`src/rtl/supv_pkg.sv`:
```
`timescale 1ns/1ps
package supv_pkg;
   typedef logic [1:0] tsel_t;

   localparam int unsigned NUM_TIMERS = 2;
   localparam int unsigned TMR_MAIN   = 0;
   localparam int unsigned TMR_AUX    = 1;

   function automatic int unsigned max4(input int unsigned a, input int unsigned b,
                                        input int unsigned c, input int unsigned d);
      int unsigned m;
      m = a;
      if (b > m) m = b;
      if (c > m) m = c;
      if (d > m) m = d;
      return m;
   endfunction

   function automatic int unsigned min4(input int unsigned a, input int unsigned b,
                                        input int unsigned c, input int unsigned d);
      int unsigned m;
      m = a;
      if (b < m) m = b;
      if (c < m) m = c;
      if (d < m) m = d;
      return m;
   endfunction
endpackage

```
`src/rtl/supv_btn_filter.sv`:
```
`timescale 1ns/1ps
module supv_btn_filter #(
   parameter int unsigned DEB_CYCLES = 4
) (
   input  logic clk,
   input  logic rst_n,
   input  logic btn_n_async,
   output logic pressed
);
   localparam int unsigned DW = (DEB_CYCLES > 1) ? $clog2(DEB_CYCLES) : 1;

   logic s1_q, s2_q, level_q;

   always_ff @(posedge clk or negedge rst_n) begin
      if (!rst_n) begin
         s1_q <= 1'b1;
         s2_q <= 1'b1;
      end else begin
         s1_q <= btn_n_async;
         s2_q <= s1_q;
      end
   end

   generate
      if (DEB_CYCLES == 1) begin : g_direct
         always_ff @(posedge clk or negedge rst_n) begin
            if (!rst_n) level_q <= 1'b1;
            else        level_q <= s2_q;
         end
      end else begin : g_count
         logic [DW-1:0] run_q;
         always_ff @(posedge clk or negedge rst_n) begin
            if (!rst_n) begin
               level_q <= 1'b1;
               run_q   <= '0;
            end else if (s2_q == level_q) begin
               run_q <= '0;
            end else if (run_q == DW'(DEB_CYCLES - 1)) begin
               level_q <= s2_q;
               run_q   <= '0;
            end else begin
               run_q <= run_q + 1'b1;
            end
         end
      end
   endgenerate

   assign pressed = ~level_q;
endmodule

```
`src/rtl/supv_hold_timer.sv`:
```
`timescale 1ns/1ps
module supv_hold_timer #(
   parameter int unsigned CNT_W = 8
) (
   input  logic             clk,
   input  logic             rst_n,
   input  logic             cause,
   input  logic [CNT_W-1:0] limit,
   output logic             hold
);
   logic [CNT_W-1:0] cnt_q;
   logic [CNT_W:0]   next_cnt;

   assign next_cnt = {1'b0, cnt_q} + 1'b1;

   always_ff @(posedge clk or negedge rst_n) begin
      if (!rst_n) begin
         hold  <= 1'b1;
         cnt_q <= '0;
      end else if (cause) begin
         hold  <= 1'b1;
         cnt_q <= '0;
      end else if (hold) begin
         if (next_cnt >= {1'b0, limit}) begin
            hold  <= 1'b0;
            cnt_q <= '0;
         end else begin
            cnt_q <= next_cnt[CNT_W-1:0];
         end
      end
   end
endmodule

```
`src/rtl/supv_reset_seq.sv`:
```
`timescale 1ns/1ps
module supv_reset_seq
   import supv_pkg::*;
#(
   parameter int unsigned DEB_CYCLES = 4,
   parameter int unsigned INT0       = 16,
   parameter int unsigned INT1       = 24,
   parameter int unsigned INT2       = 40,
   parameter int unsigned INT3       = 64
) (
   input  logic       clk,
   input  logic       por_n,
   input  logic       vmain_ok,
   input  logic       vaux_ok,
   input  logic       mr_btn_n,
   input  logic [1:0] tsel,
   output logic       sys_rst,
   output logic       sys_rst_n,
   output logic       aux_fail
);
   localparam int unsigned INT_MAX = max4(INT0, INT1, INT2, INT3);
   localparam int unsigned INT_MIN = min4(INT0, INT1, INT2, INT3);
   localparam int unsigned CNT_W   = $clog2(INT_MAX + 1);

   generate
      if (INT_MIN < 2) begin : g_bad_interval
         $error("supv_reset_seq: every release interval must be at least 2 cycles");
      end
      if (DEB_CYCLES < 1) begin : g_bad_debounce
         $error("supv_reset_seq: DEB_CYCLES must be at least 1");
      end
   endgenerate

   logic             mr_pressed;
   logic [CNT_W-1:0] limit;
   logic [NUM_TIMERS-1:0] cause;
   logic [NUM_TIMERS-1:0] hold;

   supv_btn_filter #(.DEB_CYCLES(DEB_CYCLES)) u_btn (
      .clk        (clk),
      .rst_n      (por_n),
      .btn_n_async(mr_btn_n),
      .pressed    (mr_pressed)
   );

   always_comb begin
      unique case (tsel_t'(tsel))
         2'd0:    limit = CNT_W'(INT0);
         2'd1:    limit = CNT_W'(INT1);
         2'd2:    limit = CNT_W'(INT2);
         default: limit = CNT_W'(INT3);
      endcase
   end

   assign cause[TMR_MAIN] = ~vmain_ok | mr_pressed;
   assign cause[TMR_AUX]  = ~vaux_ok;

   generate
      for (genvar i = 0; i < NUM_TIMERS; i++) begin : g_tmr
         supv_hold_timer #(.CNT_W(CNT_W)) u_tmr (
            .clk  (clk),
            .rst_n(por_n),
            .cause(cause[i]),
            .limit(limit),
            .hold (hold[i])
         );
      end
   endgenerate

   assign sys_rst   = cause[TMR_MAIN] | hold[TMR_MAIN];
   assign sys_rst_n = ~sys_rst;
   assign aux_fail  = cause[TMR_AUX] | hold[TMR_AUX];
endmodule

```
`config.mk`:
```
export PLATFORM = sky130hd
export DESIGN_NAME = supv_reset_seq
export DESIGN_NICKNAME = d
export VERILOG_FILES = /design/src/rtl/supv_pkg.sv /design/src/rtl/supv_btn_filter.sv /design/src/rtl/supv_hold_timer.sv /design/src/rtl/supv_reset_seq.sv
export SDC_FILE = /design/constraint.sdc
export NUM_CORES = 1
export LEC_CHECK = 0
export ABC_AREA = 1
export BUFFER_PORTS_ARGS = -buffer_cell sky130_fd_sc_hd__clkbuf_2
export CORE_MARGIN = 10
export CORE_UTILIZATION = 50
export CTS_CLUSTER_SIZE = 20
export DETAILED_ROUTE_END_ITERATION = 7
export GPL_ROUTABILITY_DRIVEN = 0
export PLACE_DENSITY_LB_ADDON = 0.3
export RECOVER_POWER = 100
export SYNTH_ARGS = -nofsm -noshare
export SYNTH_HDL_FRONTEND = slang
export SYNTH_HIERARCHICAL = 1
export SYNTH_SLANG_ARGS = --single-unit
export TNS_END_PERCENT = 5
```
`constraint.sdc`:
```
create_clock -name clk -period 1.7 [get_ports clk]
set_input_delay 0.34 -clock clk [delete_from_list [all_inputs] [get_ports clk]]
set_output_delay 0.34 -clock clk [all_outputs]
set_load 0.02 [all_outputs]
```
==> results of run 1 <==
per-layer routing:
metal | track usage | vias to the layer above | part of all wire | routed length, um
li1 | - | 764 | - | -
met1 | 0.121 | 662 | 0.44 | 1440
met2 | 0.218 | 11 | 0.54 | 1760
met3 | 0.0239 | 2 | 0.016 | 54
met4 | 0.0376 | 0 | 0.0076 | 25
met5 | 0 | - | 0 | 0
metrics by stage:
stage | total power (uW) | hold slack [ns] | TNS [ns]
after floorplan | 992 | 0.0444 | -0.0371
after global placement | 1120 | 0.339 | -1.28
after detailed placement | 1140 | 0.334 | -1.89
after CTS | 1400 | 0.0807 | -2.10
after global routing | 1500 | 0.0688 | -4.64
final | 1370 | 0.0976 | -2.39
kinds of logic after synthesis:
family,count (synthesis),synth area share
buffers and inverters,45,0.100
flip-flops,21,0.311
adder cells (fa/ha/maj),21,0.154
AO/OA/AOI/OAI,23,0.101
other,1,0.00220
XOR/XNOR,4,0.0205
AND/OR/NAND/NOR,107,0.311
final timing paths:
path | endpoint | start
hold / removal | u_btn/s1_q$_DFF_PN1_ | mr_btn_n
max in group asynchronous | g_tmr[1].u_tmr/cnt_q[4]$_DFFE_PN0P_ | por_n
hold reg to reg | u_btn/s2_q$_DFF_PN1_ | u_btn/s1_q$_DFF_PN1_
setup reg to reg | g_tmr[1].u_tmr/cnt_q[0]$_DFFE_PN0P_ | g_tmr[1].u_tmr/cnt_q[2]$_DFFE_PN0P_
min in group asynchronous | u_btn/g_count.run_q[0]$_DFF_PN0_ | por_n
setup / recovery | g_tmr[1].u_tmr/cnt_q[0]$_DFFE_PN0P_ | g_tmr[1].u_tmr/cnt_q[2]$_DFFE_PN0P_
sequential cells by signal (all words and copies together), names as in the netlist:
| register | flops |
|---|---|
| g_tmr.u_tmr/hold | 2 |
| u_btn/level_q | 1 |
| u_btn/g_count.run_q | 2 |
| u_btn/s2_q | 1 |
| u_btn/s1_q | 1 |
| g_tmr.u_tmr/cnt_q | 14 |
worst max-delay path: cells and delay by family (launching register included):
family / cells / cell delay, ns
simple gates: 7 / 0.64
flops: 1 / 0.43
buf+inv: 2 / 0.14
fa+ha+maj: 1 / 0.28
compound gates: 2 / 0.31
timing repair:
action / in CTS / in global routing
setup endpoints to repair: 17 / 17
buffers inserted: 3 / 2
pin swaps: 4 / 7
resized for setup: 3 / 5
endpoints found under the hold margin: 16 / 0
hold buffers: 1 / 0
power groups by stage:
stage,Clock (uW),Combinational (uW),Sequential [uW]
6_report,244,509,621
5_1_grt,277,590,628
4_1_cts,257,523,617
3_5_place_dp,0,516,627
3_3_place_gp,0,501,623
2_1_floorplan,0,375,617
cells in the mapped netlist, types with 3 or more instances:
cell type,instances
a21oi_1,4
dfrtp_1,16
nor2_4,4
ha_1,21
o21ai_0,3
nor2_1,15
dfstp_2,5
nand2_2,4
inv_1,41
nand3b_1,3
o21ai_2,12
nand2_1,67
final cells by class:
| cell class | count | share of cell area |
|---|---|---|
| timing repair buffer | 37 | 0.122 |
| inverter | 45 | 0.0813 |
| tap | 46 | 0.0273 |
| multi-input combinational | 161 | 0.504 |
| sequential | 21 | 0.252 |
| clock buffer | 3 | 0.0107 |
| clock inverter | 1 | 0.00237 |
==> flow_summary.toml, run 1 <==
[outcome]
status = "complete, but fails checks"
violations = "setup timing"

[power]
power_switching_uw = 500
power.density_nw_per_um2 = 651
leakage_uw = 0.00118
internal_power_uw = 874
p_seq_frac = 0.452
peakVddDrop_mv = 0.407
p_comb_frac = 0.370
p_clk_frac = 0.178
sw_frac_of_total = 0.364

[place]
place_inst = 304
pre_cts_slack_ns = -0.149
place_area_sq_um = 2020
portBuffers = 9
hpwl_mm = 2.67

[floorplan]
core_sq_um = 3310
dieWidth_um = 78.4
num_io_pins = 10
die_h_um = 78.4
fp-row-count = 21
dieArea_sq_um = 6150
initial_utilization = 0.516

[clock_tree]
clk_pin_slew_ns = 0.12
clockBufferDepth = 2
cts.sinks = 21
root_buffer = "clkbuf_4"
htree_num_levels = 1
cts_buffers = 3
clock_latency_ns = 0.31
cts_tree = "done"

[timing]
fmax_mhz = 533
finalSetupViolCount = 16
finalHoldViolCount = 0
rsz0062_at_grt = "yes"
period_minus_slack_ns = 1.88
fin_skew_ns = 0.00180
final_max_slew_viol_count = 0
timing.final.ws_setup_ns = -0.177
relSlewSlack = 0.269
worstMarginPinSlew_ns = 1.10
fin_crit_sh = 1.10

[worst_setup_path]
critPathRequiredTime_ns = 1.95
r2r_setup_slack_ns = -0.18
crit_type = "register to register"
r2r_cells = 12
worstSetupEndpointType = "register"
crit_arrival_ns = 2.12
critPathMaxFanout = 8
cp-start-kind = "register"
cpMostUsedCell = "nand2_1"
crit_chain = "nand2_2, nor2_4, nand4_1, nand2_1, inv_1, ha_1, a21o_1, nand3_2, nand2_1, clkinv_2, nand2_8, a21oi_2"
cpPeakStageDelay_ns = 0.43
cp_slowest_cell = "dfrtp_1"

[cells_and_area]
regArea_sq_um = 532
fin_util = 0.637
layout_common_cells = "nand2_1 (63), inv_1 (38), buf_4 (28)"
multi_input_area_sq_um = 1060
syn_to_final_growth_pct = 23.5
nFillCells = 296
num_antenna_cells = 0
finalNetCount = 297
post-route-cell-area_sq_um = 2110
final_common_cell = "nand2_1"
final_cells = 314
drive_gt1_frac = 0.343

[grt]
grt_pass1_vias = 1518
grt_first_pass_wirelength_mm = 5.98
grtUsageTotal = 0.114
grt-ovfl-total = 0
grt_max_degree = 22
antenna_found_initial = 0

[detailed_routing]
wirelength_mm = 3.28
first_iter_violations = 58
drt-vias-per-instance = 4.58
route.detailed.drc = 0
ant_nets = 0
wl_per_cell_um = 10.4
num_vias = 1439
drt-pass1-iter-count = 4

[min_path]
hold-path-cell-count = 1
hold_path_class = "input port to register"

[synth]
yosysTopAreaCellShare = 0.234
synth_top_area_cell = "dfrtp_1"
synth_edf_count = 0
postSynthAreaPerCell_sq_um = 7.69
syn-cell-area_sq_um = 1710
synthCells = 222
synth_cell_types = 27
yosysWarnings = 6
ys_seq_area_frac = 0.311
ys_ff_latch = 21
async_reset_ff_frac = 1.00
synth_area_leaders = "dfrtp_1 (23%), ha_1 (15%), nand2_1 (15%), inv_1 (9.0%), dfstp_2 (7.7%)"
synth_ff_type = "dfrtp_1"

[flow_run]
drv_cap = 0
(Power assumes the default switching activity.)
==> run 2, diff against run 1 <==
Settings changed: SKIP_LAST_GASP from default to 1.
Clock period 1.7 ns to 2.4 ns, I/O delays scaled along.
==> flow_summary.toml, run 2 (synthesis gave the netlist of run 1 again) <==
[clock_tree]
root_buffer = "clkbuf_4"
clk_pin_slew_ns = 0.11
cts_tree = "done"
clock_latency_ns = 0.31
clockBufferDepth = 2
cts_resized = 0
htree_num_levels = 1
cts_setup_buffers = 0
cts.sinks = 21
hold_buffers = 0
cts_buffers = 3

[place]
hpwl_mm = 2.32
place_area_sq_um = 1830
portBuffers = 9

[power]
p_total_uw = 903
peakVddDrop_mv = 0.340
power.density_nw_per_um2 = 499
leakage_uw = 0.00102

[timing]
rsz0062_at_grt = "no"
fmax_mhz = 488
final_max_slew_viol_count = 0
finalHoldViolCount = 0
period_minus_slack_ns = 2.05
fin_setup_tns_ns = 0
worstMarginPinSlew_ns = 1.11
finalSetupViolCount = 0
fin_crit_sh = 0.854
relSlewSlack = 0.258
fin_skew_ns = 0.00670

[cells_and_area]
syn_to_final_growth_pct = 6.01
layout_common_cells = "nand2_1 (67), inv_1 (41), ha_1 (21)"
regArea_sq_um = 532
reg_top3 = "g_tmr.u_tmr/cnt_q x14, g_tmr.u_tmr/hold x2, u_btn/g_count.run_q x2"
nFillCells = 350
largest_register_ffs = 14
num_antenna_cells = 0
finalNetCount = 269
multi_input_area_sq_um = 982
final_common_cell = "nand2_1"
drive_gt1_frac = 0.150
top_register = "g_tmr.u_tmr/cnt_q"
post-route-cell-area_sq_um = 1810

[worst_setup_path]
cp-start-kind = "register"
crit_arrival_ns = 2.28
crit_type = "register to register"
worstSetupEndpointType = "register"
critPathRequiredTime_ns = 2.63
critPathMaxFanout = 8

[grt]
grtUsageTotal = 0.0991
grt-ovfl-total = 0
grt_max_degree = 22
grt_pass1_vias = 1247
antenna_found_initial = 0
grt_first_pass_wirelength_mm = 5.18

[detailed_routing]
met1Wirelength_mm = 1.29
drt-pass1-iter-count = 4
route.detailed.drc = 0
drt-vias-per-instance = 4.64
top_layer_used = "met4"
num_vias = 1326
first_iter_violations = 109
ant_nets = 0
wl_met2_mm = 1.47
route.met3.wl_um = 100
wirelength_mm = 2.89
wl_per_cell_um = 10.1

[floorplan]
dieWidth_um = 78.4
die_h_um = 78.4
dieArea_sq_um = 6150
initial_utilization = 0.516
core_sq_um = 3310
fp-row-count = 21
num_io_pins = 10

[outcome]
status = "finished clean"

[flow_run]
drv_cap = 0

[min_path]
hold_path_class = "input port to register"
run 2: per-stage QoR:
| step | hold slack [ns] | std cells | utilization | worst slack [ns] |
|---|---|---|---|---|
| global placement | 0.349 | 282 | 0.553 | 0.464 |
| finish | 0.241 | 286 | 0.547 | 0.350 |
| detailed placement | 0.348 | 282 | 0.553 | 0.463 |
| global route | 0.218 | 286 | 0.547 | 0.142 |
| CTS | 0.140 | 286 | 0.561 | 0.438 |
| floorplan | 0.184 | 227 | - | 0.590 |
run 2: worst paths after layout:
path | startpoint | to | slack, ns | cells past startpoint
setup / recovery | g_tmr[0].u_tmr/cnt_q[0]$_DFFE_PN0P_ | g_tmr[0].u_tmr/cnt_q[1]$_DFFE_PN0P_ | 0.35 | 14
hold / removal | mr_btn_n | u_btn/s1_q$_DFF_PN1_ | 0.24 | 1
setup reg to reg | g_tmr[0].u_tmr/cnt_q[0]$_DFFE_PN0P_ | g_tmr[0].u_tmr/cnt_q[1]$_DFFE_PN0P_ | 0.35 | 14
hold reg to reg | u_btn/s1_q$_DFF_PN1_ | u_btn/s2_q$_DFF_PN1_ | 0.37 | 0
max in group asynchronous | por_n | g_tmr[0].u_tmr/cnt_q[5]$_DFFE_PN0P_ | 1.39 | 1
min in group asynchronous | por_n | g_tmr[0].u_tmr/cnt_q[3]$_DFFE_PN0P_ | 0.35 | 1
run 2: per-layer routing:
metal / GRT usage / vias to the layer above
li1: - / 707
met1: 0.110 / 603
met2: 0.179 / 11
met3: 0.0308 / 5
met4: 0.0251 / 0
met5: 0 / -
run 2: final cells by class:
| cell class | instances | area share |
|---|---|---|
| multi-input cells | 161 | 0.543 |
| flip-flops and latches | 21 | 0.294 |
| well taps | 46 | 0.0318 |
| inverters | 45 | 0.0947 |
| clock buffers | 3 | 0.0124 |
| repair buffers | 9 | 0.0221 |
| clock inverters | 1 | 0.00276 |
run 2: critical path: stages (launching register included):
cell        delay [ns]
dfrtp_1           0.43
ha_1              0.22
nand2_1           0.09
nor2_1            0.05
nand2_1           0.05
nand2_1           0.05
nand2_1           0.05
inv_1             0.05
ha_1              0.16
or2_2             0.29
a21oi_1           0.12
nand2_1           0.08
clkinvlp_2        0.14
nand2_8           0.08
o21ai_0           0.14
run 2: power breakdown:
group	internal [uW]	switching, uW
Combinational	113	184
Clock	62.2	109
Sequential	406	28.8
Total	581	322
